### src/rtl/ssx_pkg.sv
package ssx_pkg;

  // per-cycle strobes issued by the sequencer
  typedef struct packed {
    logic load;    // holding register -> shift register, sclk falls next
    logic shift;   // advance to next transmit bit, sclk falls next
    logic sample;  // capture sdi, sclk rises next
    logic last;    // sample of the final bit of a character
  } ssx_evt_t;

  function automatic logic [31:0] ssx_bit_w(input int n);
    return (n > 1) ? 32'($clog2(n)) : 32'd1;
  endfunction

endpackage

### src/rtl/ssx_seq.sv
module ssx_seq
  import ssx_pkg::*;
#(
  parameter int DATA_W = 8,
  parameter int DIV_W  = 8
) (
  input  logic             clk_i,
  input  logic             rst_ni,
  input  logic             tx_pend_i,
  input  logic [DIV_W-1:0] half_div_i,
  output ssx_evt_t         evt_o,
  output logic             busy_o,
  output logic             sclk_o,
  output logic [DIV_W-1:0] hdiv_o
);
  localparam int BIT_W = int'(ssx_bit_w(DATA_W));
  localparam logic [BIT_W-1:0] LAST_BIT = BIT_W'(DATA_W - 1);
  localparam logic [DIV_W-1:0] DIV_ONE  = DIV_W'(1);

  logic             busy_q, sclk_q;
  logic [DIV_W-1:0] cnt_q, hdiv_q, hdiv_eff;
  logic [BIT_W-1:0] bit_q;
  logic             tick, at_last, load, sample, shift, stop;

  always_comb begin
    hdiv_eff = (half_div_i == '0) ? DIV_ONE : half_div_i;
    tick     = busy_q && (cnt_q == hdiv_q - DIV_ONE);
    at_last  = (bit_q == LAST_BIT);
    load     = tx_pend_i && (!busy_q || (tick && sclk_q && at_last));
    sample   = tick && !sclk_q;
    shift    = tick && sclk_q && !at_last;
    stop     = tick && sclk_q && at_last && !tx_pend_i;
  end

  always_ff @(posedge clk_i or negedge rst_ni) begin
    if (!rst_ni) begin
      busy_q <= 1'b0;
      sclk_q <= 1'b1;
      cnt_q  <= '0;
      bit_q  <= '0;
      hdiv_q <= DIV_ONE;
    end else if (load) begin
      busy_q <= 1'b1;
      sclk_q <= 1'b0;
      cnt_q  <= '0;
      bit_q  <= '0;
      hdiv_q <= hdiv_eff;
    end else if (sample) begin
      sclk_q <= 1'b1;
      cnt_q  <= '0;
    end else if (shift) begin
      sclk_q <= 1'b0;
      cnt_q  <= '0;
      bit_q  <= bit_q + 1'b1;
    end else if (stop) begin
      busy_q <= 1'b0;
      cnt_q  <= '0;
    end else if (busy_q) begin
      cnt_q  <= cnt_q + DIV_ONE;
    end
  end

  always_comb begin
    evt_o.load   = load;
    evt_o.shift  = shift;
    evt_o.sample = sample;
    evt_o.last   = sample && at_last;
  end

  assign busy_o = busy_q;
  assign sclk_o = sclk_q;
  assign hdiv_o = hdiv_q;

endmodule

### src/rtl/ssx_tx.sv
module ssx_tx #(
  parameter int DATA_W = 8
) (
  input  logic              clk_i,
  input  logic              rst_ni,
  input  logic              wr_i,
  input  logic [DATA_W-1:0] data_i,
  input  logic              load_i,
  input  logic              shift_i,
  input  logic              busy_i,
  output logic              full_o,
  output logic              sdo_o
);
  logic [DATA_W-1:0] hold_q, sh_q;
  logic              full_q;

  // load only when full, write only when empty: never in the same cycle
  always_ff @(posedge clk_i or negedge rst_ni) begin
    if (!rst_ni) begin
      hold_q <= '0;
      full_q <= 1'b0;
    end else if (load_i) begin
      full_q <= 1'b0;
    end else if (wr_i && !full_q) begin
      hold_q <= data_i;
      full_q <= 1'b1;
    end
  end

  always_ff @(posedge clk_i or negedge rst_ni) begin
    if (!rst_ni) begin
      sh_q <= '1;
    end else if (load_i) begin
      sh_q <= hold_q;
    end else if (shift_i) begin
      sh_q <= {1'b1, sh_q[DATA_W-1:1]};
    end
  end

  assign full_o = full_q;
  assign sdo_o  = busy_i ? sh_q[0] : 1'b1;

endmodule

### src/rtl/ssx_rx.sv
module ssx_rx #(
  parameter int DATA_W = 8
) (
  input  logic              clk_i,
  input  logic              rst_ni,
  input  logic              sample_i,
  input  logic              last_i,
  input  logic              sdi_i,
  input  logic              rd_i,
  output logic [DATA_W-1:0] data_o,
  output logic              full_o,
  output logic              ovr_o
);
  logic [DATA_W-1:0] sh_q, sh_nxt, data_q;
  logic              full_q, ovr_q;

  assign sh_nxt = {sdi_i, sh_q[DATA_W-1:1]};

  always_ff @(posedge clk_i or negedge rst_ni) begin
    if (!rst_ni) sh_q <= '0;
    else if (sample_i) sh_q <= sh_nxt;
  end

  always_ff @(posedge clk_i or negedge rst_ni) begin
    if (!rst_ni) begin
      data_q <= '0;
      full_q <= 1'b0;
      ovr_q  <= 1'b0;
    end else begin
      if (rd_i) begin
        full_q <= 1'b0;
        ovr_q  <= 1'b0;
      end
      if (last_i) begin
        if (full_q && !rd_i) begin
          ovr_q <= 1'b1;  // newest character dropped
        end else begin
          data_q <= sh_nxt;
          full_q <= 1'b1;
        end
      end
    end
  end

  assign data_o = data_q;
  assign full_o = full_q;
  assign ovr_o  = ovr_q;

endmodule

### src/rtl/sync_serial_xcvr.sv
module sync_serial_xcvr
  import ssx_pkg::*;
#(
  parameter int DATA_W = 8,
  parameter int DIV_W  = 8
) (
  input  logic              clk_i,
  input  logic              rst_ni,
  input  logic [DIV_W-1:0]  half_div_i,
  input  logic              tx_wr_i,
  input  logic [DATA_W-1:0] tx_data_i,
  output logic              tx_empty_o,
  input  logic              rx_rd_i,
  output logic [DATA_W-1:0] rx_data_o,
  output logic              rx_full_o,
  output logic              rx_ovr_o,
  output logic              sclk_o,
  output logic              sdo_o,
  input  logic              sdi_i
);
  ssx_evt_t         seq_evt;
  logic             seq_busy;
  logic [DIV_W-1:0] seq_hdiv;
  logic             tx_full;
  logic             rx_done;

  ssx_seq #(.DATA_W(DATA_W), .DIV_W(DIV_W)) u_seq (
    .clk_i      (clk_i),
    .rst_ni     (rst_ni),
    .tx_pend_i  (tx_full),
    .half_div_i (half_div_i),
    .evt_o      (seq_evt),
    .busy_o     (seq_busy),
    .sclk_o     (sclk_o),
    .hdiv_o     (seq_hdiv)
  );

  ssx_tx #(.DATA_W(DATA_W)) u_tx (
    .clk_i   (clk_i),
    .rst_ni  (rst_ni),
    .wr_i    (tx_wr_i),
    .data_i  (tx_data_i),
    .load_i  (seq_evt.load),
    .shift_i (seq_evt.shift),
    .busy_i  (seq_busy),
    .full_o  (tx_full),
    .sdo_o   (sdo_o)
  );

  ssx_rx #(.DATA_W(DATA_W)) u_rx (
    .clk_i    (clk_i),
    .rst_ni   (rst_ni),
    .sample_i (seq_evt.sample),
    .last_i   (seq_evt.last),
    .sdi_i    (sdi_i),
    .rd_i     (rx_rd_i),
    .data_o   (rx_data_o),
    .full_o   (rx_full_o),
    .ovr_o    (rx_ovr_o)
  );

  assign tx_empty_o = !tx_full;
  assign rx_done    = seq_evt.last;

endmodule

### config.mk
export PLATFORM = sky130hd
export DESIGN_NAME = sync_serial_xcvr
export DESIGN_NICKNAME = d
export VERILOG_FILES = /design/src/rtl/ssx_pkg.sv /design/src/rtl/ssx_seq.sv /design/src/rtl/ssx_tx.sv /design/src/rtl/ssx_rx.sv /design/src/rtl/sync_serial_xcvr.sv
export SDC_FILE = /design/constraint.sdc
export NUM_CORES = 1
export LEC_CHECK = 0
export BUFFER_PORTS_ARGS = -buffer_cell sky130_fd_sc_hd__clkbuf_2
export CAP_MARGIN = 20
export CORE_UTILIZATION = 35
export CTS_CLUSTER_DIAMETER = 40
export DETAILED_ROUTE_END_ITERATION = 6
export GPL_ROUTABILITY_DRIVEN = 0
export PLACE_DENSITY_LB_ADDON = 0.08
export SETUP_SLACK_MARGIN = 0.02
export SLEW_MARGIN = 20
export SYNTH_ARGS = -nofsm -noshare
export SYNTH_HDL_FRONTEND = slang
export SYNTH_SLANG_ARGS = --single-unit
### constraint.sdc
create_clock -name clk_i -period 3.1 [get_ports clk_i]
set_input_delay 0.775 -clock clk_i [delete_from_list [all_inputs] [get_ports clk_i]]
set_output_delay 0.775 -clock clk_i [all_outputs]
set_load 0.02 [all_outputs]
After elaboration in Yosys (flattened, before gate mapping). Cells that the tools add are included.

Output and inout bits: 13. Bits in registers: 56. Input bits: 21. Word-level logic and storage cells: 74.

Equal/unequal tests: 4. Bitwise operators: 2. Muxes and demuxes: 27. Reduce and logical (&&, ||, !) cells: 26. Add/sub/neg operators: 3.

Operator list (number): $mux 8 (8); $mux 1 (16); $logic_and 1x1->1 (10); $mux 3 (3); $add 8x1->8 const B (1); $eq 8x8->1 (1); $logic_not 8->1 (1); $sub 8x1->8 const B (1); $reduce_and 2->1 (3); $reduce_bool 2->1 (3); $logic_not 1->1 (5); $reduce_bool 5->1 (1); $ne 2x1->1 const B (2); $add 3x1->3 const B (1); $eq 3x3->1 const B (1); $reduce_and 3->1 (1); $reduce_bool 3->1 (1); $not 1->1 (2); $logic_or 1x1->1 (1).

Logic depth before layout (Yosys ltp).
Word-level depth: 10. Gate-level depth with buffers: 11. Mapped depth without buffers: 9.

Cells and area by module. A second synthesis with hierarchy kept.

Cells, all modules: 221. Area, all modules: 2677.6 um^2.

By module, submodules not included: ssx_seq (cells an instance 126, sequential area each 528.0 um^2, area an instance 1281.2 um^2, instances 1); ssx_tx (cells an instance 56, sequential area each 435.4 um^2, area an instance 721.9 um^2, instances 1); ssx_rx (cells an instance 38, sequential area each 425.4 um^2, area an instance 670.6 um^2, instances 1); sync_serial_xcvr (cells an instance 1, sequential area each 0.0 um^2, area an instance 3.8 um^2, instances 1).

Least setup slack after synthesis. Ideal clock, no wire load.

Path type: register to register. From: register u_seq.hdiv_q[0] (netlist: u_seq.hdiv_o[0]). To: register u_rx.data_q[0] (netlist: u_rx.data_o[0]). Arrival: 2.505 ns. Setup slack: 0.471 ns. Buffers on the path: 1. Cell stages (with the launch flop): 11. Clock period less this slack: 2.629 ns. Library setup time: 0.125 ns. Data required time: 2.975 ns. Cells stage by stage: dfstp_2 inv_1 ha_1 xor2_1 nand3_1 a211oi_1 o211ai_4 nor2_4 and3_1 buf_4 mux2_2.

Word-level cells in the longest chain between the ends: 6.

RTL lines: start, declared (line ssx_seq.sv:21) `logic [DIV_W-1:0] cnt_q, hdiv_q, hdiv_eff;`; start signal, assigned (line ssx_seq.sv:47) `hdiv_q <= hdiv_eff;`; $sub 8x1->8 (line ssx_seq.sv:27) `tick = busy_q && (cnt_q == hdiv_q - DIV_ONE);`; $eq 8x8->1 (line ssx_seq.sv:27); $logic_and 1x1->1 (line ssx_seq.sv:27); $logic_and 1x1->1 (line ssx_seq.sv:30) `sample = tick && !sclk_q;`; $logic_and 1x1->1 (line ssx_seq.sv:67) `evt_o.last = sample && at_last;`; $reduce_and 2->1 (no source line); end signal, assigned (line ssx_rx.sv:38) `data_q <= sh_nxt;`; end, declared (line ssx_rx.sv:14) `logic [DATA_W-1:0] sh_q, sh_nxt, data_q;`.

Every way passes these cells. A chain may end at the register's enable or synchronous reset.

Worst setup path in the final report.
From: register u_seq.hdiv_q[0] (netlist: u_seq.hdiv_o[0]). To: register u_tx.sh_q[6].

Word-level cells in the longest chain between the ends: 8. Elaborated cells between the ends (all ways): 10. Classes of those cells: 1 x add/sub; 1 x eq/ne; 1 x mux; 7 x reduce/logical.

RTL lines: $sub 8x1->8 * (line ssx_seq.sv:27); $eq 8x8->1 * (line ssx_seq.sv:27); $logic_and 1x1->1 * (line ssx_seq.sv:27); $logic_and 1x1->1 * (line ssx_seq.sv:29, ssx_seq.sv:31); $logic_and 1x1->1 (line ssx_seq.sv:29) `load = tx_pend_i && (!busy_q || (tick && sclk_q && at_last));`; $logic_or 1x1->1 (line ssx_seq.sv:29); $logic_and 1x1->1 (line ssx_seq.sv:29); $mux 8 or $reduce_bool 2->1 (tied branches); end signal, assigned (line ssx_tx.sv:34) `sh_q <= hold_q;`; end signal, assigned (line ssx_tx.sv:36) `sh_q <= {1'b1, sh_q[DATA_W-1:1]};`; end, declared (line ssx_tx.sv:14) `logic [DATA_W-1:0] hold_q, sh_q;`.

Every way passes the cells marked *; elsewhere a longest branch is shown, timed or not.

==> impl_metrics.env <==
export IMPL_status="completed"
export IMPL_cts_root_buf="clkbuf_8"
export IMPL_hold_buffers=0
export IMPL_intPower_mw=1.19
export IMPL_cts_tree="built"
export IMPL_detail_route_antenna_nets=0
export IMPL_p_comb_share_pct=19.0
export IMPL_arrival_ns=3.05
export IMPL_grt_overflow=0
export IMPL_drcViolationCount=0
export IMPL_slew_headroom_pct=48.4
export IMPL_worst_slew_pin_slew_ns=0.773
export IMPL_synth_top_flop_cell="dfrtp_1"
export IMPL_fmax_mhz=355
export IMPL_first_pass_iters=4
export IMPL_cts_resized=0
export IMPL_finalMaxSlewViolations=0
export IMPL_yosysTopAreaCell="dfrtp_1"
export IMPL_post_dp_cell_area_sq_mm=0.00288
export IMPL_rows=31
export IMPL_vias=1781
export IMPL_num_antenna_cells=0
export IMPL_async_reset_ff_share_pct=100
export IMPL_netlist_area_sq_mm=0.00263
export IMPL_grt_max_degree=29
export IMPL_fin_crit_sh_pct=90.9
export IMPL_nets=287
export IMPL_fin_setup_tns_ns=0
export IMPL_setup_viol=0
export IMPL_grt_pass1_vias=1793
export IMPL_dp_cells=354
export IMPL_rsz0062_at_grt="false"
export IMPL_routed_wl_mm=4.98
export IMPL_path_max_fanout=17
export IMPL_critPathRequiredTime_ns=3.33
export IMPL_cts_max_level=2
export IMPL_r2r_slack_ns=0.28
export IMPL_synth_seq_cells=55
export IMPL_clk_latency_ns=0.32
export IMPL_switching_share_pct=31.1
export IMPL_fill_cells=733
export IMPL_initial_core_util_pct=36.2
export IMPL_cts_sinks=55
export IMPL_avgRoutedWirePerCell_um=13.8
export IMPL_grt_pass1_wl_mm=8.75
export IMPL_syn_nets=252
export IMPL_cp_end_kind="register"
export IMPL_pin_count=34
export IMPL_die_area_sq_mm=0.00785
export IMPL_start_kind="register"
export IMPL_cts_reportedPaths_clkPinSlew_ns=0.11
export IMPL_fin_util_pct=41.1
export IMPL_path_cells="inv_1, ha_1, xor2_1, nand3_1, a211oi_1, o211ai_4, or3_1, nand2_2, o221ai_1"
export IMPL_hold_violations=0
export IMPL_synthToLayoutAreaGrowth_pct=13.4
export IMPL_synth_edf_count=0
export IMPL_ys_warn_count=0
export IMPL_cts_max_path_buffers=2
export IMPL_rr_startpoint="u_seq.hdiv_o[0]"
export IMPL_post_route_min_period_ns=2.82
export IMPL_synthDistinctLibCells=47
export IMPL_die_w_um=88.6
export IMPL_layout_commonest_cell="dfrtp_1"
export IMPL_critPathKind="register to register"
export IMPL_power_switching_mw=0.536
export IMPL_synth_seq_area_share_pct=52.9
export IMPL_io_buffer_count=33
export IMPL_clkPwrFrac_pct=24.8
export IMPL_drv_cap=0
export IMPL_die_y_um=88.6
export IMPL_vdd_ir_drop_max_mv=0.264
export IMPL_synth_top_area_share_pct=42.9
export IMPL_hp_class="input port to asynchronous set/reset pin"
export IMPL_instances_no_fill=362
export IMPL_synth_area_leaders="dfrtp_1 43%, mux2_2 11%, dfstp_2 10%"
export IMPL_fin_skew_ns=0.0105
export IMPL_cpPeakStageDelay_ns=0.60
export IMPL_fin_area_sq_mm=0.00298
export IMPL_antenna_found_initial=0
export IMPL_r2r_end="u_tx.sh_q[6]"
export IMPL_cts_buffers=5
export IMPL_dp_hpwl_mm=3.57
export IMPL_p_leak_nw=1.40
export IMPL_reg2regPathDepth=9
export IMPL_track_usage_pct=14.5
export IMPL_mostFrequentLayoutCells="45 x dfrtp_1, 33 x clkbuf_2, 26 x mux2_2"
export IMPL_layout_drive_gt1_share_pct=35.0
export IMPL_postCtsSetupBuffers=0
export IMPL_powerDensity_mw_per_mm2=579
export IMPL_initialDrtViolationCount=84
export IMPL_seqPwrFrac_pct=56.1
export IMPL_core_area_sq_mm=0.00725
export IMPL_syn_avg_cell_area_sq_um=11.6
export IMPL_synth_cells=227
export IMPL_cp_slowest_cell="or3_1"
export IMPL_viasPerCell=4.92
synthesized netlist by cell type, types with 3 or more instances:
cell type,instances
inv_1,16
nand2_1,7
a31oi_1,7
xor2_1,4
nand4_1,4
o21ai_0,13
buf_6,3
o21ai_1,3
nor3_1,4
mux2_2,26
xnor2_1,4
ha_1,4
dfrtp_1,45
nor2_1,8
clkbuf_1,3
dfstp_2,10
a21oi_1,7
o221ai_1,6
nand2b_1,6
nand3_1,8
and3_1,5
sequential cells by signal, indices dropped and copies added (netlist names):
name          count
u_rx.sh_q         7
u_seq.busy_o      1
u_rx.full_o       1
u_rx.ovr_o        1
u_seq.bit_q       3
u_tx.hold_q       8
u_seq.cnt_q       8
u_rx.data_o       8
u_seq.hdiv_o      8
u_tx.sh_q         8
u_tx.full_o       1
u_seq.sclk_o      1
per-stage QoR:
step | hold WS (ns) | setup WS [ns] | total power, mW
after floorplan | 0.451 | 0.471 | 1.21
after global placement | 0.473 | 0.332 | 1.32
after detailed placement | 0.480 | 0.281 | 1.32
after CTS | 0.507 | 0.267 | 1.76
after global routing | 0.531 | 0.0248 | 1.85
final | 0.501 | 0.281 | 1.73
worst max-delay path: cells and delay by family, from the launching register on:
kind | cells | cell delay, ns
simple gates | 3 | 0.92
compound gates | 3 | 0.73
flops | 1 | 0.58
fa+ha+maj | 1 | 0.30
xor+xnor | 1 | 0.15
buf+inv | 1 | 0.06
worst max path at each step:
stage               startpoint              to  depth (start not counted)
5_1_grt        u_seq.hdiv_o[0]    u_tx.sh_q[3]                          9
3_5_place_dp   u_seq.hdiv_o[0]    u_tx.sh_q[4]                          9
2_1_floorplan  u_seq.hdiv_o[0]  u_rx.data_o[0]                         10
4_1_cts        u_seq.hdiv_o[0]    u_tx.sh_q[4]                          9
3_3_place_gp   u_seq.hdiv_o[0]    u_tx.sh_q[1]                          9
6_report       u_seq.hdiv_o[0]    u_tx.sh_q[6]                          9
power by group through the flow:
stage | clock, mW | combinational (mW) | sequential [mW]
finish | 0.428 | 0.329 | 0.969
floorplan | 0 | 0.268 | 0.942
global route | 0.477 | 0.380 | 0.992
global placement | 0 | 0.332 | 0.983
CTS | 0.451 | 0.334 | 0.971
detailed placement | 0 | 0.332 | 0.984
routing by layer:
| metal | global-route usage [%] | up-vias | share of wire, % |
|---|---|---|---|
| met5 | 0 | - | 0 |
| met4 | 3.96 | 0 | 0.84 |
| met3 | 2.89 | 4 | 3.6 |
| met2 | 22.3 | 30 | 45 |
| met1 | 20.8 | 868 | 51 |
| li1 | - | 879 | - |
final cells by class:
class,instances,area (sq um),share of cell area (%)
repair buffers,37,195,6.55
clock inverters,3,27.5,0.924
clock buffers,5,68.8,2.31
multi-input cells,147,1110,37.4
inverters,16,60.1,2.02
well taps,99,124,4.16
flip-flops and latches,55,1390,46.6
logic make-up after synthesis:
family	count (synthesis)	synth area share (%)
and+or+nand+nor	57	12.4
muxes	30	13.2
buffers and inverters	25	4.67
AOI/OAI and AO/OA	48	12.2
DFF	55	52.9
xor gates and xnor gates	8	2.67
adders and majority gates	4	1.91
No activity file was read; power rests on OpenSTA's default activity.
